[src/rtl/sw3_pkg.sv]
package sw3_pkg;
  typedef enum logic [2:0] {
    ST_IDLE,
    ST_CMD,
    ST_READ,
    ST_WRITE,
    ST_DONE
  } frame_st_e;

  localparam logic [1:0] OP_MISC  = 2'b00;
  localparam logic [1:0] OP_WRITE = 2'b01;
  localparam logic [1:0] OP_READ  = 2'b10;
  localparam logic [1:0] OP_ERASE = 2'b11;

  localparam logic [1:0] SUB_PROG_OFF = 2'b00;
  localparam logic [1:0] SUB_FILL     = 2'b01;
  localparam logic [1:0] SUB_CLEAR    = 2'b10;
  localparam logic [1:0] SUB_PROG_ON  = 2'b11;
endpackage

[src/rtl/sw3_sync.sv]
module sw3_sync #(
  parameter int WIDTH  = 1,
  parameter int STAGES = 2
) (
  input  logic             clk_i,
  input  logic             rst_ni,
  input  logic [WIDTH-1:0] d_i,
  output logic [WIDTH-1:0] q_o
);
  logic [STAGES-1:0][WIDTH-1:0] pipe_q;

  always_ff @(posedge clk_i or negedge rst_ni) begin
    if (!rst_ni) pipe_q <= '0;
    else         pipe_q <= {pipe_q[STAGES-2:0], d_i};
  end

  assign q_o = pipe_q[STAGES-1];
endmodule

[src/rtl/sw3_prog_timer.sv]
module sw3_prog_timer #(
  parameter int CYCLES = 5000
) (
  input  logic clk_i,
  input  logic rst_ni,
  input  logic start_i,
  output logic busy_o,
  output logic done_o
);
  localparam int CW = $clog2(CYCLES + 1);

  logic [CW-1:0] cnt_q;

  always_ff @(posedge clk_i or negedge rst_ni) begin
    if (!rst_ni)           cnt_q <= '0;
    else if (start_i)      cnt_q <= CW'(CYCLES);
    else if (cnt_q != '0)  cnt_q <= cnt_q - 1'b1;
  end

  assign busy_o = (cnt_q != '0);
  assign done_o = (cnt_q == CW'(1));
endmodule

[src/rtl/sw3_mem_array.sv]
module sw3_mem_array #(
  parameter int ADDR_W = 6,
  parameter int DATA_W = 16,
  parameter int PAGE_W = 3
) (
  input  logic                                  clk_i,
  input  logic                                  rst_ni,
  input  logic [ADDR_W-1:0]                     raddr_i,
  output logic [DATA_W-1:0]                     rdata_o,
  input  logic                                  apply_i,
  input  logic                                  all_i,
  input  logic [ADDR_W-PAGE_W-1:0]              grp_i,
  input  logic [(1<<PAGE_W)-1:0]                mask_i,
  input  logic [(1<<PAGE_W)-1:0][DATA_W-1:0]    data_i
);
  localparam int WORDS      = 1 << ADDR_W;
  localparam int PAGE_WORDS = 1 << PAGE_W;
  localparam int GRP_W      = ADDR_W - PAGE_W;

  logic [DATA_W-1:0] words [WORDS];

  for (genvar w = 0; w < WORDS; w++) begin : g_word
    localparam int OFF = w % PAGE_WORDS;
    localparam logic [GRP_W-1:0] GRP = GRP_W'(w / PAGE_WORDS);
    logic [DATA_W-1:0] word_q;
    logic              hit;

    assign hit = apply_i && (all_i || (grp_i == GRP && mask_i[OFF]));

    always_ff @(posedge clk_i or negedge rst_ni) begin
      if (!rst_ni)  word_q <= '1;  // erased state
      else if (hit) word_q <= all_i ? data_i[0] : data_i[OFF];
    end

    assign words[w] = word_q;
  end

  assign rdata_o = words[raddr_i];
endmodule

[src/rtl/sw3_mem_slave.sv]
module sw3_mem_slave
  import sw3_pkg::*;
#(
  parameter int ADDR_W      = 6,
  parameter int DATA_W      = 16,
  parameter int PAGE_W      = 3,
  parameter int BUSY_CYCLES = 5000,
  parameter int SYNC_STAGES = 2
) (
  input  logic clk_i,
  input  logic rst_ni,
  input  logic cs_i,
  input  logic sk_i,
  input  logic di_i,
  output logic do_o,
  output logic do_oe_o
);
  localparam int PAGE_WORDS = 1 << PAGE_W;
  localparam int GRP_W      = ADDR_W - PAGE_W;
  localparam int CMD_BITS   = 2 + ADDR_W;
  localparam int CNT_W      = $clog2(DATA_W) + 1;

  logic cs_s, sk_s, di_s;
  logic cs_q, sk_q;
  logic sk_rise, cs_fall;
  logic busy, prog_done, prog_start;

  frame_st_e                             state_q;
  logic [CNT_W-1:0]                      cnt_q;
  logic [CMD_BITS-2:0]                   cmd_q;
  logic [ADDR_W-1:0]                     addr_q;
  logic [DATA_W-1:0]                     rd_sr_q;
  logic                                  do_bit_q;
  logic [DATA_W-2:0]                     wsr_q;
  logic                                  wen_q, pend_q, all_q, stat_q;
  logic [PAGE_WORDS-1:0]                 mask_q;
  logic [GRP_W-1:0]                      grp_q;
  logic [PAGE_WORDS-1:0][DATA_W-1:0]     buf_q;

  logic [CMD_BITS-1:0] frame;
  logic [1:0]          op;
  logic [ADDR_W-1:0]   fa;
  logic [1:0]          sub;
  logic [DATA_W-1:0]   word;
  logic [PAGE_W-1:0]   off;
  logic [ADDR_W-1:0]   rd_addr;
  logic [DATA_W-1:0]   rdata;
  logic                rd_act;

  sw3_sync #(.WIDTH(3), .STAGES(SYNC_STAGES)) u_sync (
    .clk_i (clk_i),
    .rst_ni(rst_ni),
    .d_i   ({cs_i, sk_i, di_i}),
    .q_o   ({cs_s, sk_s, di_s})
  );

  assign sk_rise    = sk_s & ~sk_q & cs_s;
  assign cs_fall    = ~cs_s & cs_q;
  assign prog_start = cs_fall & pend_q & ~busy;

  sw3_prog_timer #(.CYCLES(BUSY_CYCLES)) u_timer (
    .clk_i  (clk_i),
    .rst_ni (rst_ni),
    .start_i(prog_start),
    .busy_o (busy),
    .done_o (prog_done)
  );

  assign frame   = {cmd_q, di_s};
  assign op      = frame[CMD_BITS-1 -: 2];
  assign fa      = frame[ADDR_W-1:0];
  assign sub     = fa[ADDR_W-1 -: 2];
  assign word    = {wsr_q, di_s};
  assign off     = addr_q[PAGE_W-1:0];
  assign rd_addr = (state_q == ST_CMD) ? fa : addr_q + 1'b1;
  assign rd_act  = (state_q == ST_READ);

  sw3_mem_array #(.ADDR_W(ADDR_W), .DATA_W(DATA_W), .PAGE_W(PAGE_W)) u_array (
    .clk_i  (clk_i),
    .rst_ni (rst_ni),
    .raddr_i(rd_addr),
    .rdata_o(rdata),
    .apply_i(prog_done),
    .all_i  (all_q),
    .grp_i  (grp_q),
    .mask_i (mask_q),
    .data_i (buf_q)
  );

  always_ff @(posedge clk_i or negedge rst_ni) begin
    if (!rst_ni) begin
      cs_q     <= 1'b0;
      sk_q     <= 1'b0;
      state_q  <= ST_IDLE;
      cnt_q    <= '0;
      cmd_q    <= '0;
      addr_q   <= '0;
      rd_sr_q  <= '0;
      do_bit_q <= 1'b0;
      wsr_q    <= '0;
      wen_q    <= 1'b0;
      pend_q   <= 1'b0;
      all_q    <= 1'b0;
      stat_q   <= 1'b0;
      mask_q   <= '0;
      grp_q    <= '0;
      buf_q    <= '0;
    end else begin
      cs_q <= cs_s;
      sk_q <= sk_s;
      if (prog_start) begin
        pend_q <= 1'b0;
        stat_q <= 1'b1;
      end
      if (!cs_s) begin
        state_q <= ST_IDLE;
        cnt_q   <= '0;
      end else if (sk_rise && !busy) begin
        unique case (state_q)
          ST_IDLE: begin
            if (di_s) begin
              state_q <= ST_CMD;
              cnt_q   <= '0;
              stat_q  <= 1'b0;
              pend_q  <= 1'b0;
              all_q   <= 1'b0;
              mask_q  <= '0;
            end
          end
          ST_CMD: begin
            cmd_q <= frame[CMD_BITS-2:0];
            cnt_q <= cnt_q + 1'b1;
            if (cnt_q == CNT_W'(CMD_BITS - 1)) begin
              cnt_q   <= '0;
              state_q <= ST_DONE;
              unique case (op)
                OP_READ: begin
                  state_q  <= ST_READ;
                  addr_q   <= fa;
                  rd_sr_q  <= rdata;
                  do_bit_q <= 1'b0;  // leading dummy bit
                end
                OP_WRITE: begin
                  if (wen_q) begin
                    state_q <= ST_WRITE;
                    addr_q  <= fa;
                    grp_q   <= fa[ADDR_W-1:PAGE_W];
                  end
                end
                OP_ERASE: begin
                  if (wen_q) begin
                    buf_q[fa[PAGE_W-1:0]]  <= '1;
                    mask_q[fa[PAGE_W-1:0]] <= 1'b1;
                    grp_q                  <= fa[ADDR_W-1:PAGE_W];
                    pend_q                 <= 1'b1;
                  end
                end
                default: begin
                  unique case (sub)
                    SUB_PROG_ON:  wen_q <= 1'b1;
                    SUB_PROG_OFF: wen_q <= 1'b0;
                    SUB_CLEAR: begin
                      if (wen_q) begin
                        all_q    <= 1'b1;
                        buf_q[0] <= '1;
                        pend_q   <= 1'b1;
                      end
                    end
                    default: begin
                      if (wen_q) begin
                        all_q   <= 1'b1;
                        addr_q  <= '0;
                        state_q <= ST_WRITE;
                      end
                    end
                  endcase
                end
              endcase
            end
          end
          ST_READ: begin
            do_bit_q <= rd_sr_q[DATA_W-1];
            if (cnt_q == CNT_W'(DATA_W - 1)) begin
              cnt_q   <= '0;
              addr_q  <= addr_q + 1'b1;
              rd_sr_q <= rdata;
            end else begin
              cnt_q   <= cnt_q + 1'b1;
              rd_sr_q <= {rd_sr_q[DATA_W-2:0], 1'b0};
            end
          end
          ST_WRITE: begin
            wsr_q <= word[DATA_W-2:0];
            cnt_q <= cnt_q + 1'b1;
            if (cnt_q == CNT_W'(DATA_W - 1)) begin
              cnt_q       <= '0;
              buf_q[off]  <= word;
              mask_q[off] <= 1'b1;
              pend_q      <= 1'b1;
              if (all_q) state_q <= ST_DONE;
              else       addr_q  <= {addr_q[ADDR_W-1:PAGE_W], off + 1'b1};  // wrap inside group
            end
          end
          default: ;
        endcase
      end
    end
  end

  assign do_oe_o = cs_q & (rd_act | (state_q == ST_IDLE & stat_q));
  assign do_o    = do_oe_o & (rd_act ? do_bit_q : ~busy);
endmodule

[config.mk]
export PLATFORM = sky130hd
export DESIGN_NAME = sw3_mem_slave
export DESIGN_NICKNAME = d
export VERILOG_FILES = /design/src/rtl/sw3_pkg.sv /design/src/rtl/sw3_sync.sv /design/src/rtl/sw3_prog_timer.sv /design/src/rtl/sw3_mem_array.sv /design/src/rtl/sw3_mem_slave.sv
export SDC_FILE = /design/constraint.sdc
export NUM_CORES = 2
export LEC_CHECK = 0
export CAP_MARGIN = 10
export CORE_MARGIN = 2
export CORE_UTILIZATION = 30
export CTS_CLUSTER_SIZE = 8
export DETAILED_ROUTE_END_ITERATION = 7
export SYNTH_ARGS = -nofsm -noshare
export SYNTH_HDL_FRONTEND = slang
export SYNTH_SLANG_ARGS = --single-unit
[constraint.sdc]
create_clock -name clk_i -period 2.9 [get_ports clk_i]
set_input_delay 0.435 -clock clk_i [delete_from_list [all_inputs] [get_ports clk_i]]
set_output_delay 0.435 -clock clk_i [all_outputs]
set_load 0.005 [all_outputs]
==> run metrics <==
Slew headroom=0.334; GRT Total Usage=0.217; CTS tree=done; number of global-route vias before repair=47300; Vias=49600; most common cell after layout, fill and taps aside=a21oi_1; Root Buffer=clkbuf_16; first-pass GRT wire length=322000 µm; unrepaired setup endpoints after global routing=true; post-synth top area share=0.458; sequential fraction of the synthesis area=0.551; Sw Ratio=0.238; drt drc=0; Layout area overhead=29.3%; largest net degree at the start of global routing=102; TritonCTS buffer count=about 170; Unique masters post-synth=79; crit path kind=reg2reg; r2r worst-path depth=15; worst skew pair latency=0.81 ns; WHS Path Cells=1; Worst-path clk slew=0.06 ns; Starting DRT DRC Count=approximately 5300; Sw Pwr=9.14 mW; worst path bufs/invs=7; Stages on worst setup path=15; WL per Instance=~26 µm; number of synthesized flops with an enable pin=0; Die Y=446 µm; drt total wl=~240000 µm; Fill cells=18500; Sequential Power Share=0.457; First-pass DRT Iterations=8; vias per cell=5.45; CTS max path bufs=3; starting density of the core=0.301; most frequent cells in the layout=a21oi_1 (1114), dfstp_2 (1024), nor2_1 (936), nand2_1 (559), buf_4 (477); Cell Area, Synth=0.0587 mm²; IO Pins=7; CP Data Required Time=3.59 ns; slowest stage delay, CP=0.43 ns; Crit-path slowest cell=dfrtp_2; max-slew violation count=0; Power Internal=29.2 mW; Critical Path Source Type=register; synthesized area per cell=between 9 and 10 µm²; Top Family by Delay on Critical Path=buffers and inverters; Clock Power Share=0.492; ranking of synthesized cells by area=dfstp_2 (46%), a21oi_1 (10%), dfrtp_1 (9.2%); final hold vios=0; crit path cell chain=buf_12, nor4bb_4, buf_4, a21o_4, buf_12, buf_16, buf_12, buf_4, mux2i_1, mux2_2, mux2i_1, a221oi_1, buf_4, and4_1, a211oi_2; Hold Crit Class=in2reg; fin crit share=1.05; Clock Skew=0.0492 ns; Worst setup EP type=register; post-synthesis instance total=5894; cell taking the most area after synthesis=dfstp_2; post-synthesis net count=5913; row cnt=162; antenna violations before repair=5; Worst Hold Margin=0.0789 ns; Worst EP arrival=around 3.8 ns; total grt overflow=0; Gate power share=0.051; clock period minus worst slack=3.06 ns; H-tree depth=4; Layout Nets=6409; Antenna Nets Post-Route=0; outcome=finished with violations; Port Buffer Count=6; Sink Count=roughly 1200; Worst Max-Slew Pin Slew=0.971 ns; Max Freq=around 330 MHz; Seq cells post-synth=1241; Post-DP HPWL=roughly 150000 µm; Warnings, synthesis=0; Max Cap Viol=0; Final TNS setup=-11.94 ns; ys async rst share=1.00; failing checks=negative setup slack; core outline area=0.195 mm²; Final WS setup=-0.159 ns; Die W=446 µm; VDD IR max=0.458 mV; Power Dens Cells=505 mW/mm²; share of post-route cells with drive strength above 1=0.402; Lkg Pwr=28.7 nW; endpoints failing setup=301; Top FF cell, synth=dfstp_2; worst-path maximum fanout=8; die footprint=around 0.2 mm²; Routability Congestion=0.958
[path summary, 6_finish.rpt]
path                       slack (ns)                                        to                        from
hold / removal                   0.08                u_sync.pipe_q[2]$_DFF_PN0_                        cs_i
max in group asynchronous        1.53  u_array.g_word[55].word_q[8]$_DFFE_PN1P_                      rst_ni
min in group asynchronous        0.15                   u_sync.q_o[2]$_DFF_PN0_                      rst_ni
setup reg to reg                -0.16                    rd_sr_q[5]$_DFFE_PN0P_      state_q[1]$_DFFE_PN0P_
hold reg to reg                  0.35                   u_sync.q_o[1]$_DFF_PN0_  u_sync.pipe_q[1]$_DFF_PN0_
setup / recovery                -0.16                    rd_sr_q[5]$_DFFE_PN0P_      state_q[1]$_DFFE_PN0P_
[cells in the mapped netlist, types with 10 or more instances]
| master | n |
|---|---|
| nor3_1 | 37 |
| a221oi_1 | 40 |
| o21ai_0 | 138 |
| buf_4 | 21 |
| a211oi_1 | 20 |
| and4_1 | 14 |
| and2_1 | 21 |
| mux2i_1 | 361 |
| mux4_2 | 31 |
| a21oi_1 | 1177 |
| dfstp_2 | 1024 |
| a211oi_2 | 10 |
| clkbuf_1 | 151 |
| buf_2 | 247 |
| nand2_1 | 565 |
| buf_6 | 16 |
| buf_1 | 22 |
| nor2_1 | 1025 |
| o21ai_1 | 16 |
| and4b_1 | 12 |
| a32o_1 | 42 |
| a311oi_1 | 12 |
| inv_1 | 30 |
| nand3_1 | 142 |
| dfrtp_1 | 217 |
| mux2_2 | 210 |
| and3_1 | 20 |
| nand2b_1 | 11 |
| o22ai_1 | 33 |
| ha_1 | 14 |
| nor4_1 | 43 |
| a32oi_1 | 18 |
| a31oi_1 | 17 |
| o22a_1 | 18 |
| nor2b_1 | 18 |
[cell families (layout without fill, tap and decap cells)]
group           Yosys count  count (layout)  synth area share
compound gates         1576            1576             0.149
mux                     606             606             0.115
xor+xnor                 10              10           0.00149
simple gates           1959            1959             0.141
flops                  1241            1241             0.551
buf+inv                 488            1058            0.0399
other cells               0               3                 0
fa+ha+maj                14              14           0.00298
[cell type report]
cell class | count | area, µm² | share of cell area
Clock inverter | 10 | 168 | 0.00221
Inverter | 30 | 113 | 0.00148
Multi-Input combinational cell | 4165 | 25800 | 0.340
Timing Repair Buffer | 779 | 9560 | 0.126
Clock buffer | 239 | 4680 | 0.0617
Antenna cell | 3 | 7.51 | 0.0000989
Sequential cell | 1241 | 32300 | 0.426
Tap cell | 2624 | 3280 | 0.0432
[state kept, by name (all words and copies together) (netlist names), 5 cells and up]
signal / flops
wsr_q: 15
u_array.g_word.word_q: 1024
cmd_q: 7
buf_q: 128
u_timer.cnt_q: 13
addr_q: 6
cnt_q: 5
mask_q: 8
rd_sr_q: 16
[worst reg2reg max path: stages (launching register included)]
cell and delay, ns:
dfrtp_2 0.43, buf_12 0.14, nor4bb_4 0.33, buf_4 0.18, a21o_4 0.14, buf_12 0.16, buf_16 0.17, buf_12 0.17
buf_4 0.13, mux2i_1 0.16, mux2_2 0.19, mux2i_1 0.08, a221oi_1 0.28, buf_4 0.18, and4_1 0.19, a211oi_2 0.04
[power by group through the flow]
stage,Combinational [mW],Clock [mW],Sequential [mW]
global placement,1.76,0,17.7
detailed placement,1.77,0,17.7
finish,1.96,18.9,17.5
global route,2.07,19.8,17.5
floorplan,0.731,0,17.7
CTS,1.81,19.0,17.5
[repair_timing]
action / in CTS / in global routing
hold buffers: 1 / 0
hold endpoints to repair: 56 / 0
gates cloned: 30 / 31
endpoints found under the setup margin: 514 / 1137
buffers inserted: 50 / 62
pin swaps: 22 / 91
gates resized for setup: 155 / 399
[metal layers]
layer  global-route usage  part of all wire  vias up
met3               0.0356             0.077      700
met1                0.282              0.38    24800
met5                    0          0.000055        -
met2                0.351              0.47     2516
met4                0.101             0.074        2
li1                     -                 -    21500
[per-stage QoR]
stage	utilization	area [µm²]	std cells	total power, mW	setup slack [ns]
CTS	0.376	73300	9003	38.4	-0.150
floorplan	-	58700	5894	18.4	0.0525
finish	0.390	75900	9091	38.3	-0.159
detailed placement	0.342	66500	8675	19.5	-0.474
global placement	0.342	66500	8675	19.5	-0.497
global route	0.390	75900	9089	39.3	-0.259
Power figures use the tool's default switching activity.
